## src/rtl/lstx_pkg.sv

```systemverilog
package lstx_pkg;

    typedef enum logic [2:0] {
        ST_IDLE,
        ST_LEAD,
        ST_DATA,
        ST_SE0,
        ST_EOPJ
    } lstx_state_e;

    localparam logic [7:0] SYNC_BYTE = 8'h80;
    localparam logic [7:0] PID_ACK   = 8'hD2;
    localparam logic [7:0] PID_NAK   = 8'h5A;

endpackage

```

## src/rtl/lstx_bit_timer.sv

```systemverilog
module lstx_bit_timer #(
    parameter int CLKS_PER_BIT = 8,
    localparam int PH_W = (CLKS_PER_BIT > 1) ? $clog2(CLKS_PER_BIT) : 1
) (
    input  logic            clk,
    input  logic            rst_n,
    input  logic            clear,
    input  logic            run,
    output logic            tick,
    output logic [PH_W-1:0] phase
);

    localparam logic [PH_W-1:0] LAST = PH_W'(CLKS_PER_BIT - 1);

    always_ff @(posedge clk) begin
        if (!rst_n) begin
            phase <= '0;
        end else if (clear) begin
            phase <= '0;
        end else if (run) begin
            phase <= (phase == LAST) ? '0 : phase + 1'b1;
        end
    end

    assign tick = run && (phase == LAST);

endmodule

```

## src/rtl/lstx_nrzi_stuff.sv

```systemverilog
module lstx_nrzi_stuff #(
    parameter int STUFF_RUN = 6,
    localparam int OW = $clog2(STUFF_RUN + 1)
) (
    input  logic clk,
    input  logic rst_n,
    input  logic init,
    input  logic step,
    input  logic bit_in,
    output logic level_k,
    output logic stuff_due
);

    logic [OW-1:0] ones;

    assign stuff_due = (ones == OW'(STUFF_RUN));

    always_ff @(posedge clk) begin
        if (!rst_n || init) begin
            level_k <= 1'b0;
            ones    <= '0;
        end else if (step) begin
            if (stuff_due || !bit_in) begin
                level_k <= ~level_k;
                ones    <= '0;
            end else begin
                ones    <= ones + 1'b1;
            end
        end
    end

endmodule

```

## src/rtl/lsusb_tx.sv

```systemverilog
module lsusb_tx
    import lstx_pkg::*;
#(
    parameter int CLKS_PER_BIT = 8,
    parameter int STUFF_RUN    = 6,
    parameter int CNT_W        = 8,
    parameter int EOP_SE0_BITS = 2
) (
    input  logic             clk,
    input  logic             rst_n,
    input  logic             start,
    input  logic             hs_req,
    input  logic             hs_nak,
    input  logic [CNT_W-1:0] byte_cnt,
    input  logic [7:0]       in_data,
    input  logic             in_valid,
    output logic             in_ready,
    output logic             dp_o,
    output logic             dm_o,
    output logic             oe_o,
    output logic             busy,
    output logic             tx_err,
    output logic             addr_commit
);

    localparam int PH_W = (CLKS_PER_BIT > 1) ? $clog2(CLKS_PER_BIT) : 1;
    localparam int SE_W = (EOP_SE0_BITS > 1) ? $clog2(EOP_SE0_BITS) : 1;

    lstx_state_e      state, state_nx;
    logic [7:0]       shreg, pid_byte, next_byte;
    logic [2:0]       bits_left;
    logic [CNT_W-1:0] bytes_left;
    logic [SE_W-1:0]  se0_cnt;
    logic             hs_mode;
    logic             tick, accept, level_k, stuff_due;
    logic             need_byte, pkt_done, underrun, load_byte;
    logic             coder_step, coder_bit;
    logic [PH_W-1:0]  bit_phase;

    assign accept = start && (state == ST_IDLE);

    lstx_bit_timer #(.CLKS_PER_BIT(CLKS_PER_BIT)) u_timer (
        .clk   (clk),
        .rst_n (rst_n),
        .clear (accept),
        .run   (state != ST_IDLE),
        .tick  (tick),
        .phase (bit_phase)
    );

    lstx_nrzi_stuff #(.STUFF_RUN(STUFF_RUN)) u_coder (
        .clk       (clk),
        .rst_n     (rst_n),
        .init      (accept),
        .step      (coder_step),
        .bit_in    (coder_bit),
        .level_k   (level_k),
        .stuff_due (stuff_due)
    );

    // bit-boundary decisions
    assign need_byte = (state == ST_DATA) && tick && !stuff_due
                    && (bits_left == 3'd0) && (bytes_left != '0);
    assign pkt_done  = (state == ST_DATA) && tick && !stuff_due
                    && (bits_left == 3'd0) && (bytes_left == '0);
    assign in_ready  = need_byte && !hs_mode;
    assign underrun  = in_ready && !in_valid;
    assign load_byte = need_byte && (hs_mode || in_valid);
    assign next_byte = hs_mode ? pid_byte : in_data;

    assign coder_step = tick && ((state == ST_LEAD)
                     || ((state == ST_DATA) && !pkt_done && !underrun));
    assign coder_bit  = (state == ST_LEAD)   ? SYNC_BYTE[0] :
                        (bits_left != 3'd0)  ? shreg[0]     : next_byte[0];

    // next-state logic
    always_comb begin
        state_nx = state;
        unique case (state)
            ST_IDLE: if (start)                  state_nx = ST_LEAD;
            ST_LEAD: if (tick)                   state_nx = ST_DATA;
            ST_DATA: if (pkt_done || underrun)   state_nx = ST_SE0;
            ST_SE0:  if (tick && se0_cnt == SE_W'(EOP_SE0_BITS - 1))
                                                 state_nx = ST_EOPJ;
            ST_EOPJ: if (tick)                   state_nx = ST_IDLE;
            default:                             state_nx = ST_IDLE;
        endcase
    end

    // state register and packet datapath
    always_ff @(posedge clk) begin
        if (!rst_n) begin
            state       <= ST_IDLE;
            shreg       <= '0;
            pid_byte    <= '0;
            bits_left   <= '0;
            bytes_left  <= '0;
            se0_cnt     <= '0;
            hs_mode     <= 1'b0;
            tx_err      <= 1'b0;
            addr_commit <= 1'b0;
        end else begin
            state       <= state_nx;
            addr_commit <= (state == ST_EOPJ) && tick && !hs_mode && !tx_err;
            if (accept) begin
                hs_mode    <= hs_req;
                pid_byte   <= hs_nak ? PID_NAK : PID_ACK;
                bytes_left <= hs_req ? CNT_W'(1) :
                              (byte_cnt == '0) ? '0 : byte_cnt - 1'b1;
                tx_err     <= 1'b0;
                se0_cnt    <= '0;
            end
            if (state == ST_LEAD && tick) begin
                shreg     <= SYNC_BYTE >> 1;
                bits_left <= 3'd7;
            end
            if (state == ST_DATA && tick && !stuff_due) begin
                if (bits_left != 3'd0) begin
                    shreg     <= shreg >> 1;
                    bits_left <= bits_left - 3'd1;
                end else if (load_byte) begin
                    shreg      <= next_byte >> 1;
                    bits_left  <= 3'd7;
                    bytes_left <= bytes_left - 1'b1;
                end
            end
            if (underrun) tx_err <= 1'b1;
            if (state == ST_SE0 && tick) se0_cnt <= se0_cnt + 1'b1;
        end
    end

    // line outputs
    always_comb begin
        oe_o = 1'b1;
        dp_o = 1'b0;
        dm_o = 1'b1;
        unique case (state)
            ST_IDLE: begin oe_o = 1'b0; dm_o = 1'b0; end
            ST_LEAD, ST_EOPJ: ;
            ST_DATA: begin dp_o = level_k; dm_o = ~level_k; end
            ST_SE0:  dm_o = 1'b0;
            default: begin oe_o = 1'b0; dm_o = 1'b0; end
        endcase
        busy = (state != ST_IDLE);
    end

endmodule

```

## config.mk

```make
export PLATFORM = sky130hd
export DESIGN_NAME = lsusb_tx
export DESIGN_NICKNAME = d
export VERILOG_FILES = /design/src/rtl/lstx_pkg.sv /design/src/rtl/lstx_bit_timer.sv /design/src/rtl/lstx_nrzi_stuff.sv /design/src/rtl/lsusb_tx.sv
export SDC_FILE = /design/constraint.sdc
export NUM_CORES = 1
export LEC_CHECK = 0
export BUFFER_PORTS_ARGS = -buffer_cell sky130_fd_sc_hd__buf_2
export CAP_MARGIN = 20
export CORE_MARGIN = 2
export CORE_UTILIZATION = 55
export DETAILED_ROUTE_END_ITERATION = 12
export GPL_ROUTABILITY_DRIVEN = 0
export PLACE_DENSITY = 0.77
export SKIP_CTS_REPAIR_TIMING = 1
export SLEW_MARGIN = 25
export SYNTH_ARGS = -nofsm -noshare
export SYNTH_HDL_FRONTEND = slang
export SYNTH_HIERARCHICAL = 1
export SYNTH_SLANG_ARGS = --single-unit
```

## constraint.sdc

```tcl
create_clock -name clk -period 6.7 [get_ports clk]
set_input_delay 1.34 -clock clk [delete_from_list [all_inputs] [get_ports clk]]
set_output_delay 1.34 -clock clk [all_outputs]
set_load 0.005 [all_outputs]
```

[Yosys cells after proc, flatten, opt, wreduce, memory -nomap -nowiden]
Index checks and enable logic that the tools add are counted.
Word-level totals
  bits in registers: 41
  bits in latches: 0
  bits in writable memories: 0
  memory bits (read-only): 0
  input port bits: 22
  output and inout bits: 7
  word-level logic and storage cells: 109
  memories kept: 0
Operators by class
  add/sub/neg operators: 6
  multipliers: 0
  div/mod/pow operators: 0
  order comparisons: 0
  equal/unequal tests: 11
  shifts and indexed selects: 0
  mux-type cells: 32
  bitwise gates (word level): 2
  reduce and logical (&&, ||, !) cells: 46
Operator list (count)
  8-bit 2-to-1 mux: 12
  3-bit 2-to-1 mux: 11
  1-bit logical AND: 19
  8-bit logical NOT: 2
  8-bit by 1-bit subtractor with 8-bit output, second input constant: 2
  3-bit one-hot mux with 5 select lines: 1
  3-bit equality test, second input constant: 3
  1-bit logical NOT: 8
  2-bit inequality test, second input constant: 4
  8-bit nonzero test: 1
  1-bit 2-to-1 mux: 7
  3-bit by 1-bit adder with 3-bit output, second input constant: 2
  3-bit by 2-bit equality test with 1-bit output, second input constant: 2
  3-bit logical NOT: 2
  3-bit nonzero test: 2
  1-bit logical OR: 5
  5-bit AND reduction: 1
  2-bit nonzero test: 2
  2-bit OR reduction: 2
  4-bit OR reduction: 1
  3-bit by 1-bit equality test with 1-bit output, second input constant: 1
  3-bit by 1-bit subtractor with 3-bit output, second input constant: 1
  2-bit by 1-bit inequality test with 1-bit output, second input constant: 1
  1-bit inverter: 2
  other kinds (3): 3

[Logic depth before layout (Yosys ltp)]
Gate-level depths: netlist (run 1).
  depth in word-level cells: 13
  gate-level depth with buffers: 10
  depth with buffers taken out: 10

[Modules after synthesis]
Netlist (run 1), hierarchy kept.
Modules (own cells, without submodules)
  lsusb_tx: instances 1, cells each 228, area an instance 1790.5 um^2, sequential area each 580.6 um^2
  lstx_nrzi_stuff: instances 1, cells each 22, area an instance 198.9 um^2, sequential area each 80.1 um^2
  lstx_bit_timer: instances 1, cells each 15, area an instance 153.9 um^2, sequential area each 60.1 um^2

[Worst setup path before layout (run 1)]
Ideal clock, no wire load.
  path type: register to output
  start: reg state[2]
  end: out in_ready
  arrival: 1.823 ns
  data required time: 5.360 ns
  path slack: 3.537 ns
  cell stages (with the launch flop): 7
  path buffers: 1
  cells stage by stage: dfxtp_1 -> clkbuf_1 -> or3_1 -> and2_1 -> nand2b_1 -> or3_4 -> nor3_4
Between the ends
  cells in the longest elaborated chain, start to end: 7
  elaborated cells on any way between the ends: 8
  classes of those cells: eq/ne (1); reduce/logical (7)
Ends and longest elaborated chain
  start, declared: RTL line lsusb_tx.sv:29  | lstx_state_e state, state_nx;
  start signal, assigned: RTL line lsusb_tx.sv:103  | state <= state_nx;
  3-bit nonzero test
  net busy: RTL line lsusb_tx.sv:21  | output logic busy,
  1-bit logical AND: RTL line lstx_bit_timer.sv:25  | assign tick = run && (phase == LAST);
  net tick: RTL line lsusb_tx.sv:35  | logic tick, accept, level_k, stuff_due;
  1-bit logical AND (2 in series): RTL line lsusb_tx.sv:62  | assign need_byte = (state == ST_DATA) && tick && !stuff_due
  1-bit logical AND (2 in series): RTL line lsusb_tx.sv:63  | && (bits_left == 3'd0) && (bytes_left != '0);
  1-bit logical AND: RTL line lsusb_tx.sv:66  | assign in_ready = need_byte && !hs_mode;
  end, declared: RTL line lsusb_tx.sv:17  | output logic in_ready,
The timed path passes the listed nets, and every way through them passes these cells.

[Worst setup path after layout (run 1)]
  start: reg state[2]
  end: out in_ready
Between the ends
  cells in the longest elaborated chain, start to end: 7
  elaborated cells on any way between the ends: 8
  classes of those cells: eq/ne (1); reduce/logical (7)
Ends and longest elaborated chain
  3-bit nonzero test: RTL line lsusb_tx.sv:46  | .run (state != ST_IDLE),
  1-bit logical AND: RTL line lstx_bit_timer.sv:25
  net tick: RTL line lsusb_tx.sv:35
  1-bit logical AND (2 in series): RTL line lsusb_tx.sv:62
  1-bit logical AND (2 in series): RTL line lsusb_tx.sv:63
  1-bit logical AND: RTL line lsusb_tx.sv:66
The timed path passes the listed nets, and every way through them passes these cells.

==> results of run 1 <==
cell families (layout without fill, tap and decap cells):
| group | after synthesis | after routing | synth area share [%] |
|---|---|---|---|
| XOR/XNOR | 5 | 5 | 2.04 |
| AND/OR/NAND/NOR | 112 | 112 | 29.0 |
| adder cells (fa/ha/maj) | 9 | 9 | 5.25 |
| flip-flops | 36 | 36 | 33.6 |
| AO/OA/AOI/OAI | 72 | 72 | 21.5 |
| buffers and inverters | 24 | 50 | 4.96 |
| multiplexers | 7 | 7 | 3.62 |
final timing paths:
path,end,slack (ns)
max,in_ready,2.99
min reg2reg,shreg[3],0.46
max reg2reg,u_coder/level_k,3.88
min,shreg[3],0.46
critical path: stages, from the launching register on:
cell and delay [ns]:
dfxtp_1 0.56, or3_1 0.29, and2_1 0.25, nand2b_1 0.15, or3_4 0.44, nor3_4 0.24
buf_2 0.15
flip-flops by register name, summed over array words and instances (netlist names):
name,cells
bytes_left,8
tx_err,1
state,3
pid_byte,3
addr_commit,1
u_timer/phase,3
hs_mode,1
shreg,8
u_coder/level_k,1
u_coder/ones,3
bits_left,3
se0_cnt,1
Yosys cell counts, types with 2 or more instances:
cell type  instances  area, um2
dfxtp_1           36        721
a31oi_1            6       37.5
nand3b_1           4       30.0
nor3_1            10       50.1
and2_1             2       12.5
o22ai_1            5       31.3
nand3_1            6       30.0
nand2b_1          10       62.6
o211ai_1           3       22.5
clkbuf_1           7       26.3
nor3b_1            2       15.0
a22oi_1            4       30.0
nand4_1            4       25.0
nor2b_1            3       18.8
o31a_1             2       17.5
a21oi_1           27        135
nor2_1            26       97.6
nor4b_1            4       35.0
buf_6              2       22.5
mux2_2             6       67.6
inv_1             12       45.0
ha_1               9        113
nand2_1           23       86.3
or3b_1             3       26.3
a211oi_1           2       15.0
o21ai_0           10       50.1
xor2_1             2       17.5
o21a_1             2       15.0
or4b_1             2       20.0
and3_1             3       18.8
a32oi_1            2       17.5
xnor2_1            3       26.3
where the power goes:
group | switching [mW] | internal (mW)
logic | 0.0344 | 0.0244
clock network | 0.0789 | 0.110
registers | 0.00617 | 0.219
layout make-up:
type / count / area (um2)
Multi-Input combinational cell: 205 / 1320
Fill cell: 328 / 1320
Sequential cell: 36 / 721
Timing Repair Buffer: 28 / 140
Clock buffer: 5 / 68.8
Tap cell: 48 / 60.1
Inverter: 14 / 52.6
Clock inverter: 3 / 42.5
layout by cell type (no fill, tap or decap), types with 4 or more instances in the layout:
master	n
inv_1	12
a22oi_1	4
nand3b_1	4
mux2_2	6
nand4_1	4
nor3_1	10
a31oi_1	6
clkbuf_8	5
nor2_1	26
nor4b_1	4
o22ai_1	5
ha_1	9
dfxtp_1	36
buf_2	28
nand2_1	23
nand3_1	6
nand2b_1	10
a21oi_1	27
o21ai_0	10
routing by layer:
metal  vias up  part of all wire (%)  track usage (%)
li1       1007                     -                -
met1       926                    49             30.8
met2        43                    45             36.1
met3         9                   4.8             5.28
met4         0                   1.5             7.65
met5         -                     0                0
==> results by group, run 1 <==
Pwr
  – Pwr Total: 0.473 mW
  – Pwr Density: 197 nW/um2
  – Leakage: 0.922 nW
  – VDD IR max: 0.129 mV

Yosys
  – FFs w/ async S/R, synth: 0%
  – Synth Flop Type: dfxtp_1
  – Mapped Area: 2140 um2
  – Cell count after synthesis: 265
  – Sequential share of the synthesized area: 33.6%
  – Flops & latches, synth: 36
  – Synth cell types: 55
  – Post-synth EDFFs: 0
  – Syn_nets: 296
  – Avg Synthesized Cell Area: 8.09 um2
  – Ys Warns: 6

Placement
  – I/O Buffers: 28
  – Post-DP HPWL: 3450 um
  – Dpl cells: 331
  – Worst slack at placement: 3.32 ns
  – Placed instance area: 2290 um2

Cells and area
  – Nets: 321
  – Layout cells sized above 1: 18.2%
  – Synth-to-Final Area Change: 12.0%
  – Final Util: 64.6%
  – Non-Filler Instances: 339
  – Diode count: 0
  – Final Instance Area: 2400 um2

Floorplanning
  – Initial core utilization: 57.7%
  – Row count: 22
  – Die ar.: 4410 um2
  – Die W: 66.4 um
  – Ports: 29
  – Core area: 3720 um2
  – Die H: 66.4 um

Timing
  – TNS Setup: 0 ns
  – Clock Skew: 0.00419 ns
  – Slew @ Worst Pin: 0.804 ns
  – Slew Limit Fails: 0
  – Final setup violating endpoints: 0
  – Max-slew headroom: 45.6%
  – Fmax: 0.270 GHz
  – Final hold vios: 0
  – Final hold slack: 0.456 ns
  – Crit share post-route: 55.3%
  – RSZ-0062 raised after global routing: no
  – Final setup margin: 2.99 ns
  – Tmin final: 3.71 ns

CTS
  – H-tree depth: 2
  – Max clock buf depth: 2
  – CTS clk-pin slew, worst paths: 0.07 ns
  – CTS buffer count: 5
  – Clk Latency, worst-skew pair: 0.29 ns
  – Clk sinks: 36
  – Clk root buf: clkbuf_8
  – CTS tree: done

Routing
  – 1st-iter DRT viols: 192
  – DRC Markers: 0
  – Drt total wl: 4710 um
  – Post-DR wirelength/cell: 13.9 um
  – Router iterations before antenna repair: 5
  – Vias per cell: 5.86
  – Via count: 1985
  – Post-route antenna net violation count: 0

Run status
  – Status: finished, final reports clean

Worst setup path
  – WS Path Type: register to output port
  – Startpoint Class: register
  – Required time of the critical path: 5.36 ns
  – Worst r2r src: state[2]
  – Critical path origin: state[2]
  – Maximum fanout along the worst path: 14
  – Worst endpoint data arrival time: 2.37 ns
  – Worst reg2reg path depth: 9
  – Critical Path End Type: output port

Run
  – Max-cap violations: 0

Global route
  – Global route overflow: 0
  – Largest net degree at the start of global routing: 19
  – First-pass GRT wire length: 7780 um
  – Initial antenna violation count: 0
  – Vias in the first global route: 1777
  – Gr usage total: 22.9%

Min path
  – Hold depth: 2
  – Min-delay src: shreg[4]
  – Hold WC Path Type: register to register
No activity file was read; power rests on OpenSTA's default activity.
==> run 2, diff against run 1 <==
==> constraint.sdc (replaced) <==
create_clock -name clk -period 3.45 [get_ports clk]
set_input_delay 0.69 -clock clk [delete_from_list [all_inputs] [get_ports clk]]
set_output_delay 0.69 -clock clk [all_outputs]
set_load 0.005 [all_outputs]
==> run 2 against run 1 <==
Net effect: combinational power is 96% higher; total power increased by 83%; routed wire length up 2.9%; sequential power increased by 94%; non-clock buffer count up 1; hold slack better by 0.0012 ns; flip-flop and latch count unchanged; largest cell class unchanged; clock power increased by 66%.
==> results by group, run 2 (synthesis results as in run 1) <==
Run status
  – Status: finished, final reports clean

CTS
  – Clk sinks: 36
  – Clk root buf: clkbuf_8
  – CTS clk-pin slew, worst paths: 0.07 ns
  – Max clock buf depth: 2
  – Clk Latency, worst-skew pair: 0.29 ns
  – H-tree depth: 2
  – CTS buffer count: 5
  – CTS tree: done

Global route
  – Vias in the first global route: 1813
  – Global route overflow: 0
  – First-pass GRT wire length: 8010 um
  – Gr usage total: 23.8%
  – Initial antenna violation count: 0
  – Largest net degree at the start of global routing: 19

Pwr
  – Leakage: 0.918 nW
  – Pwr Density: 362 nW/um2
  – Pwr Total: 0.866 mW
  – VDD IR max: 0.251 mV

Routing
  – Met2 WL: 2320 um
  – Router iterations before antenna repair: 4
  – Vias per cell: 5.86
  – Post-DR wirelength/cell: 14.3 um
  – DRC Markers: 0
  – Routed length on met3: 232 um
  – Via count: 1993
  – 1st-iter DRT viols: 140
  – Post-route antenna net violation count: 0
  – Max layer used: met4
  – Drt total wl: 4850 um
  – M1 WL: 2250 um

Cells and area
  – Layout cells sized above 1: 18.2%
  – Nets: 322
  – Diode count: 0
  – Commonest non-fill, non-tap cells in the layout: dfxtp_1, buf_2, a21oi_1
  – Synth-to-Final Area Change: 11.6%
  – Final Instance Area: 2390 um2
  – Final Util: 64.3%
  – Commonest non-fill, non-tap cell in the layout: dfxtp_1
  – Top Registers: bytes_left x8, shreg x8

Floorplanning
  – Die H: 66.4 um
  – Die W: 66.4 um
  – Ports: 29
  – Initial core utilization: 57.7%
  – Die ar.: 4410 um2
  – Row count: 22
  – Core area: 3720 um2

Worst setup path
  – Critical path's slowest cell: dfxtp_1
  – Peak per-stage delay on the critical path: 0.55 ns
  – WS Path Type: register to output port
  – CP Cell Sequence: or3_1, and2_1, nand2b_1, or3_4, nor3_4, buf_2
  – Maximum fanout along the worst path: 14
  – Worst endpoint data arrival time: 2.42 ns
  – Required time of the critical path: 2.76 ns
  – Startpoint Class: register
  – Critical Path End Type: output port

Timing
  – Final setup violating endpoints: 0
  – Tmin final: 3.11 ns
  – Max-slew headroom: 44.2%
  – TNS Setup: 0 ns
  – RSZ-0062 raised after global routing: no
  – Clock Skew: 0.00555 ns
  – Fmax: 0.321 GHz
  – Final hold vios: 0
  – Crit share post-route: 90.3%
  – Slew Limit Fails: 0
  – Slew @ Worst Pin: 0.826 ns

Placement
  – Placed instance area: 2300 um2
  – Post-DP HPWL: 3550 um
  – I/O Buffers: 28

Run
  – Max-cap violations: 0

Min path
  – Hold WC Path Type: register to register
==> run 2: cell types whose count changed in the layout (fill, tap and decap cells not counted) <==
cell / before / now
clkbuf_1: 0 / 1
buf_4: 0 / 1
clkbuf_8: 5 / 6
clkinv_2: 1 / 0
bufinv_16: 1 / 0
==> run 2: stage by stage <==
stage / hold slack, ns / instances / setup slack (ns)
floorplan: 0.432 / 265 / 0.844
global placement: 0.443 / 332 / 0.784
detailed placement: 0.450 / 332 / 0.676
CTS: 0.460 / 340 / 0.346
global route: 0.472 / 340 / 0.176
finish: 0.457 / 340 / 0.336
==> run 2: worst max-delay path: cells and delay by family, from the launching register on <==
| kind | cells | cell delay, ns |
|---|---|---|
| flops | 1 | 0.55 |
| simple gates | 5 | 1.41 |
| buf+inv | 1 | 0.16 |
==> run 2: worst paths after layout <==
path	start	end	slack, ns	depth (start not counted)
min reg2reg	shreg[4]	shreg[3]	0.46	2
max reg2reg	state[2]	u_coder/level_k	0.63	9
max	state[2]	in_ready	0.34	6
min	shreg[4]	shreg[3]	0.46	2
==> run 2: metal layers <==
metal | vias up | GRT usage [%]
met3 | 5 | 4.77
met5 | - | 0
li1 | 1009 | -
met2 | 52 | 40.1
met4 | 0 | 6.63
met1 | 927 | 30.6
==> run 2: area by class of cell <==
class	instances	area (um2)
fillers	335	1330
clock buffers	7	86.3
multi-input cells	205	1320
inverters	14	52.6
well taps	48	60.1
clock inverters	1	7.51
repair buffers	29	148
flip-flops and latches	36	721
==> run 2: power breakdown <==
part / internal, mW / leakage [nW] / total [mW] / switching, mW
sequential: 0.425 / 0.292 / 0.437 / 0.0121
clock: 0.162 / 0.0445 / 0.314 / 0.151
combinational: 0.0474 / 0.581 / 0.115 / 0.0674
total: 0.635 / 0.918 / 0.866 / 0.231
==> run 3, diff against run 2 <==
--- a/config.mk
+++ b/config.mk
@@ -11,7 +11,7 @@
 export CORE_UTILIZATION = 55
 export DETAILED_ROUTE_END_ITERATION = 12
 export GPL_ROUTABILITY_DRIVEN = 0
-export PLACE_DENSITY = 0.77
+export PLACE_DENSITY = 0.87
 export SKIP_CTS_REPAIR_TIMING = 1
 export SLEW_MARGIN = 25
 export SYNTH_ARGS = -nofsm -noshare
==> run 3 against run 2 <==
Net effect: clock-buffer cell count down 1; critical endpoint unchanged; clock power up 18%; maximum frequency is 1.7% higher; global-route usage increased by 2.4 points; clock skew grew 0.00095 ns; highest routed layer unchanged; total power is 6.8% higher.
==> results by group, run 3 (synthesis results as in run 1) <==
Timing
  – Slew Limit Fails: 0
  – Crit share post-route: 88.8%
  – Max-slew headroom: 40.2%
  – Clock Skew: 0.00650 ns
  – RSZ-0062 raised after global routing: no
  – Fmax: 0.327 GHz
  – TNS Setup: 0 ns
  – Tmin final: 3.06 ns
  – Final hold vios: 0
  – Slew @ Worst Pin: 0.884 ns
  – Final setup margin: 0.387 ns
  – Final setup violating endpoints: 0

CTS
  – Clk root buf: clkbuf_8
  – Max clock buf depth: 2
  – CTS tree: done
  – H-tree depth: 2
  – CTS buffer count: 5
  – CTS clk-pin slew, worst paths: 0.07 ns
  – Clk sinks: 36
  – Clk Latency, worst-skew pair: 0.30 ns

Routing
  – Post-route antenna net violation count: 0
  – 1st-iter DRT viols: 132
  – Vias per cell: 5.90
  – Via count: 2000
  – DRC Markers: 0
  – Post-DR wirelength/cell: 14.8 um
  – Router iterations before antenna repair: 4
  – Drt total wl: 5030 um

Run status
  – Status: finished, final reports clean

Floorplanning
  – Die ar.: 4410 um2
  – Ports: 29
  – Die W: 66.4 um
  – Row count: 22
  – Die H: 66.4 um
  – Core area: 3720 um2
  – Initial core utilization: 57.7%

Cells and area
  – Commonest non-fill, non-tap cell in the layout: dfxtp_1
  – Synth-to-Final Area Change: 11.9%
  – Diode count: 0
  – Non-Filler Instances: 339
  – Final Util: 64.5%
  – Top Registers: bytes_left x8, shreg x8
  – Nets: 321
  – Layout cells sized above 1: 17.9%
  – Commonest non-fill, non-tap cells in the layout: dfxtp_1, buf_2, a21oi_1

Placement
  – Post-DP HPWL: 3590 um
  – I/O Buffers: 28
  – Worst slack at placement: 0.739 ns
  – Dpl cells: 331

Worst setup path
  – CP Cell Sequence: or3_1, and2_1, nand2b_1, or3_4, nor3_4, buf_2
  – Worst r2r src: state[2]
  – Reg2reg setup slack: 0.70 ns
  – Startpoint Class: register
  – Critical path origin: state[2]
  – Critical Path End Type: output port
  – Maximum fanout along the worst path: 14
  – Worst endpoint data arrival time: 2.37 ns
  – Peak per-stage delay on the critical path: 0.56 ns
  – Required time of the critical path: 2.76 ns
  – Worst reg2reg path depth: 9
  – Critical path's slowest cell: dfxtp_1
  – WS Path Type: register to output port

Global route
  – Initial antenna violation count: 0
  – Largest net degree at the start of global routing: 19
  – Vias in the first global route: 1900
  – Global route overflow: 0
  – Gr usage total: 26.2%
  – First-pass GRT wire length: 8760 um

Min path
  – Hold WC Path Type: register to register
  – Min-delay src: shreg[2]
  – Hold depth: 2

Run
  – Max-cap violations: 0

Pwr
  – VDD IR max: 0.312 mV
  – Leakage: 0.923 nW
  – Pwr Density: 386 nW/um2
run 3: final timing paths:
check,end
worst max-delay path,in_ready
worst min-delay path,shreg[1]
worst min register to register,shreg[1]
worst max register to register,u_coder/level_k
run 3: per-layer routing:
metal	vias up	track usage (%)	routed length (um)
met5	-	0	0
met2	48	41.0	2390
met4	0	12.8	106
met1	934	34.6	2280
met3	8	4.43	260
li1	1010	-	-
run 3: layout make-up:
type / instances / area [um2]
Clock inverter: 2 / 35.0
Fill cell: 341 / 1320
Multi-Input combinational cell: 205 / 1320
Sequential cell: 36 / 721
Timing Repair Buffer: 28 / 140
Tap cell: 48 / 60.1
Clock buffer: 6 / 72.6
Inverter: 14 / 52.6
run 3: metrics by stage:
| step | instance area, um2 | hold slack (ns) | power, mW |
|---|---|---|---|
| 2_1_floorplan | 2140 | 0.432 | 0.525 |
| 3_3_place_gp | 2290 | 0.444 | 0.558 |
| 3_5_place_dp | 2290 | 0.446 | 0.559 |
| 4_1_cts | 2400 | 0.456 | 0.930 |
| 5_1_grt | 2400 | 0.481 | 0.960 |
| 6_report | 2400 | 0.457 | 0.925 |
run 3: critical path: cells and delay by family (launching register included):
kind / cells / cell delay, ns
AND/OR/NAND/NOR: 5 / 1.34
flip-flops: 1 / 0.56
buffers and inverters: 1 / 0.15
run 3: power breakdown:
group,total [mW],internal (mW),switching [mW]
sequential,0.437,0.425,0.0121
clock,0.372,0.214,0.158
combinational,0.115,0.0475,0.0680
total,0.925,0.687,0.238
